`src/rtl/txh_pkg.sv`:
```
package txh_pkg;
  localparam int unsigned LANE_W_DEF = 8;
  localparam int unsigned LANES_DEF  = 2;

  typedef enum logic {
    BUSMODE_WORD = 1'b0,
    BUSMODE_BYTE = 1'b1
  } bus_mode_e;
endpackage

```
`src/rtl/txh_lane_route.sv`:
```
module txh_lane_route #(
  parameter int unsigned LANE_W = 8,
  parameter int unsigned LANES  = 2,
  localparam int unsigned BUS_W = LANE_W * LANES
) (
  input  logic                         byte_mode,
  input  logic [BUS_W-1:0]             bus_in,
  output logic [LANES-1:0][LANE_W-1:0] lane_d
);
  import txh_pkg::*;

  bus_mode_e mode;
  assign mode = bus_mode_e'(byte_mode);

  for (genvar g = 0; g < LANES; g++) begin : g_lane
    if (g == 0) begin : g_base
      assign lane_d[g] = bus_in[LANE_W-1:0];
    end else begin : g_upper
      always_comb begin
        if (mode == BUSMODE_BYTE) lane_d[g] = bus_in[LANE_W-1:0];
        else                      lane_d[g] = bus_in[g*LANE_W +: LANE_W];
      end
    end
  end
endmodule

```
`src/rtl/txh_rank1.sv`:
```
module txh_rank1 #(
  parameter int unsigned W = 8
) (
  input  logic         clk,
  input  logic         rst,
  input  logic         follow,
  input  logic [W-1:0] d,
  output logic [W-1:0] q
);
  always_ff @(posedge clk) begin
    if (rst)         q <= '0;
    else if (follow) q <= d;
  end
endmodule

```
`src/rtl/txh_rank2.sv`:
```
module txh_rank2 #(
  parameter int unsigned W = 8
) (
  input  logic         clk,
  input  logic         rst,
  input  logic         freeze,
  input  logic [W-1:0] d,
  output logic [W-1:0] q
);
  always_ff @(posedge clk) begin
    if (rst)          q <= '0;
    else if (!freeze) q <= d;
  end
endmodule

```
`src/rtl/txh_word_stage.sv`:
```
module txh_word_stage #(
  parameter int unsigned LANE_W = txh_pkg::LANE_W_DEF,
  parameter int unsigned LANES  = txh_pkg::LANES_DEF,
  localparam int unsigned BUS_W = LANE_W * LANES
) (
  input  logic             clk,
  input  logic             rst,
  input  logic             byte_mode,
  input  logic [BUS_W-1:0] bus_in,
  input  logic [LANES-1:0] latch_en,
  input  logic [LANES-1:0] load_en,
  output logic [BUS_W-1:0] stage1_q,
  output logic [BUS_W-1:0] stage2_q,
  output logic             serial_q
);
  logic [LANES-1:0][LANE_W-1:0] lane_d;
  logic [LANES-1:0][LANE_W-1:0] r1_q;
  logic [LANES-1:0][LANE_W-1:0] r2_q;

  txh_lane_route #(.LANE_W(LANE_W), .LANES(LANES)) u_route (
    .byte_mode (byte_mode),
    .bus_in    (bus_in),
    .lane_d    (lane_d)
  );

  for (genvar g = 0; g < LANES; g++) begin : g_lane
    txh_rank1 #(.W(LANE_W)) u_r1 (
      .clk    (clk),
      .rst    (rst),
      .follow (latch_en[g]),
      .d      (lane_d[g]),
      .q      (r1_q[g])
    );
    txh_rank2 #(.W(LANE_W)) u_r2 (
      .clk    (clk),
      .rst    (rst),
      .freeze (load_en[g]),
      .d      (r1_q[g]),
      .q      (r2_q[g])
    );
    assign stage1_q[g*LANE_W +: LANE_W] = r1_q[g];
    assign stage2_q[g*LANE_W +: LANE_W] = r2_q[g];
  end

  assign serial_q = r2_q[LANES-1][LANE_W-1];
endmodule

```
`config.mk`:
```
export PLATFORM = sky130hd
export DESIGN_NAME = txh_word_stage
export DESIGN_NICKNAME = d
export VERILOG_FILES = /design/src/rtl/txh_pkg.sv /design/src/rtl/txh_lane_route.sv /design/src/rtl/txh_rank1.sv /design/src/rtl/txh_rank2.sv /design/src/rtl/txh_word_stage.sv
export SDC_FILE = /design/constraint.sdc
export NUM_CORES = 1
export LEC_CHECK = 0
export BUFFER_PORTS_ARGS = -buffer_cell sky130_fd_sc_hd__buf_2
export CAP_MARGIN = 20
export CORE_MARGIN = 1.5
export CORE_UTILIZATION = 40
export CTS_CLUSTER_SIZE = 12
export DETAILED_ROUTE_END_ITERATION = 12
export HOLD_SLACK_MARGIN = 0.02
export PLACE_DENSITY = 0.73
export SYNTH_ARGS = -nofsm -noshare
export SYNTH_HDL_FRONTEND = slang
export SYNTH_SLANG_ARGS = --single-unit
```
`constraint.sdc`:
```
create_clock -name clk -period 0.8 [get_ports clk]
set_clock_uncertainty 0.05 [all_clocks]
set_input_delay 0.08 -clock clk [delete_from_list [all_inputs] [get_ports clk]]
set_output_delay 0.08 -clock clk [all_outputs]
set_load 0.01 [all_outputs]
```
==> flow_metrics.env <==
export IMPL_ios=56
export IMPL_clock_latency_ns=0.35
export IMPL_instances_no_fill=226
export IMPL_cp_cell_sequence="buf_6"
export IMPL_ys_ff_latch=32
export IMPL_synth_simple_area_share_pct=9.917
export IMPL_initial_core_util_pct=43.18
export IMPL_cp_top_family="flip-flops"
export IMPL_clockRootBuffer="clkbuf_4"
export IMPL_endpoint_kind="output pin"
export IMPL_p_per_area_nw_per_um2=1633
export IMPL_timing_critical_path_buf_inv=1
export IMPL_drtAntennaViolNets=0
export IMPL_grt_pass1_vias=1170
export IMPL_synthToLayoutAreaGrowth_pct=77.89
export IMPL_fmax_ghz=1.031
export IMPL_setup_tns_ns=-4.538
export IMPL_setup_slack_ns=-0.1702
export IMPL_status="finished, violations left"
export IMPL_synthAdderAreaFrac_pct=0
export IMPL_peakVddDrop_mv=1.274
export IMPL_period_needed_ns=0.9702
export IMPL_syn_inst=114
export IMPL_relSlewSlack_pct=76.23
export IMPL_seq_area_um2=683.2
export IMPL_clkTransAtPathRegs_ns=0.10
export IMPL_clock_sinks=32
export IMPL_grt_pass1_wl_um=5547
export IMPL_final_area_um2=2155
export IMPL_power_leakage_nw=1.005
export IMPL_layout_common_cells="48 x buf_6, 31 x dfxtp_2, 30 x mux2i_1"
export IMPL_synth_top_family_by_area="multiplexers"
export IMPL_ys_seq_area_share_pct=52.89
export IMPL_wirelength_um=3519
export IMPL_placementRows=19
export IMPL_min_path_type="primary input to flip-flop"
export IMPL_synthMuxAreaShare_pct=26.45
export IMPL_final_max_slew_viol_count=0
export IMPL_synth_compound_area_share_pct=5.372
export IMPL_cp_arrival_ns=0.84
export IMPL_hpwl_um=1980
export IMPL_grt_usage_pct=22.80
export IMPL_dp_slack_ns=-0.01953
export IMPL_syn_area_um2=1211
export IMPL_wl_per_cell_um=15.57
export IMPL_crit_fanout=3
export IMPL_drc=0
export IMPL_grt_start_max_net_pins=33
export IMPL_place_congestion=0.7349
export IMPL_critPathLaunchType="flip-flop"
export IMPL_drt_iter0_markers=33
export IMPL_die_h_um=58.03
export IMPL_final_nets=217
export IMPL_p_sw_mw=0.9493
export IMPL_portBuffers=55
export IMPL_ctsLongestPathBuffers=2
export IMPL_vias=1128
export IMPL_internal_power_mw=2.569
export IMPL_fillers=196
export IMPL_layout_drive_gt1_share_pct=64.62
export IMPL_synth_cell_type_count=9
export IMPL_hold_viol=0
export IMPL_max_stage_delay_ns=0.37
export IMPL_cp_slowest_cell="dfxtp_4"
export IMPL_p_total_mw=3.518
export IMPL_seqPwrFrac_pct=50.4
export IMPL_cts_max_level=2
export IMPL_rsz0062_at_grt="true"
export IMPL_placed_cells=193
export IMPL_core_area_um2=2805
export IMPL_diodes=0
export IMPL_antenna_found_initial=0
export IMPL_dieArea_um2=3367
export IMPL_min_period_over_period_pct=121.3
export IMPL_place_area_um2=1495
export IMPL_maxCapViolations=0
export IMPL_violations="setup timing"
export IMPL_syn_nets=137
export IMPL_dieWidth_um=58.03
export IMPL_clkPwrFrac_pct=28.3
export IMPL_cts_buffers=5
export IMPL_layout_commonest_cell="buf_6"
export IMPL_avgSynthCellArea_um2=10.62
export IMPL_drtPass1Iterations=6
export IMPL_switching_share_pct=26.98
export IMPL_utilization_pct=76.81
export IMPL_grt_ovfl_total=0
export IMPL_viasPerCell=4.991
export IMPL_tightest_slew_ns=0.3566
export IMPL_multi_input_area_um2=576.8
export IMPL_synth_xor_area_share_pct=0
export IMPL_yosysWarningCount=0
export IMPL_worstSetupPathType="flip-flop to output pin"
export IMPL_rrSetupSlack_ns=-0.02
export IMPL_critical_path_required_ns=0.67
export IMPL_hold_ws_ns=0.05335
export IMPL_tritoncts="done"
export IMPL_p_comb_share_pct=21.2
export IMPL_setup_viol=42
[flip-flops by register name (all words and copies together) (netlist names)]
signal and flops:
g_lane.u_r2.q 16, g_lane.u_r1.q 16
[area by class of cell]
class,instances,share of cell area (%)
tap,31,1.800
clock inverter,1,0.3484
timing repair buffer,83,36.82
sequential,32,31.71
multi-input combinational,72,26.77
clock buffer,7,2.555
[synth_stat cells (all sizes together)]
library cell | instances | area [µm²]
mux2i | 32 | 320.3
clkbuf | 2 | 7.510
nor2 | 32 | 120.1
dfxtp | 32 | 640.6
a211oi | 8 | 65.06
buf | 8 | 57.55
[routing by layer]
metal  vias to the layer above  track usage, %  part of all wire [%]
met2                        44           38.47                    50
met4                         0           10.96                   2.0
li1                        549               -                     -
met1                       528           26.55                    42
met3                         7           6.473                   6.4
met5                         -               0                     0
[worst paths after layout]
| check | startpoint | end | depth (start not counted) |
|---|---|---|---|
| worst max register to register | g_lane[0].u_r2.q[6]$_SDFFE_PP0N_ | g_lane[0].u_r2.q[6]$_SDFFE_PP0N_ | 3 |
| worst min-delay path | rst | g_lane[1].u_r1.q[5]$_SDFFE_PP0P_ | 3 |
| worst min register to register | g_lane[0].u_r2.q[1]$_SDFFE_PP0N_ | g_lane[0].u_r2.q[1]$_SDFFE_PP0N_ | 2 |
| worst max-delay path | g_lane[1].u_r1.q[4]$_SDFFE_PP0P_ | stage1_q[12] | 1 |
[cells by family (layout without fill, tap and decap cells)]
kind of cell | Yosys count | count (layout)
AO/OA/AOI/OAI | 8 | 8
buffers and inverters | 10 | 91
flip-flops | 32 | 32
multiplexers | 32 | 32
AND/OR/NAND/NOR | 32 | 32
[power by group through the flow]
stage	clock [mW]	sequential, mW	combinational, mW
after global routing	1.07	1.78	0.799
final	0.996	1.77	0.747
after CTS	0.996	1.76	0.655
after floorplan	0	1.81	0.223
after global placement	0	1.77	0.428
after detailed placement	0	1.77	0.440
[timing repair]
| item | CTS | global route |
|---|---|---|
| resized for setup | 66 | 32 |
| hold buffers | 11 | 1 |
| hold endpoints to repair | 11 | 1 |
| setup endpoints to repair | 33 | 60 |
| pin swaps | 7 | 15 |
| setup buffers | 14 | 2 |
(Power assumes the default switching activity.)
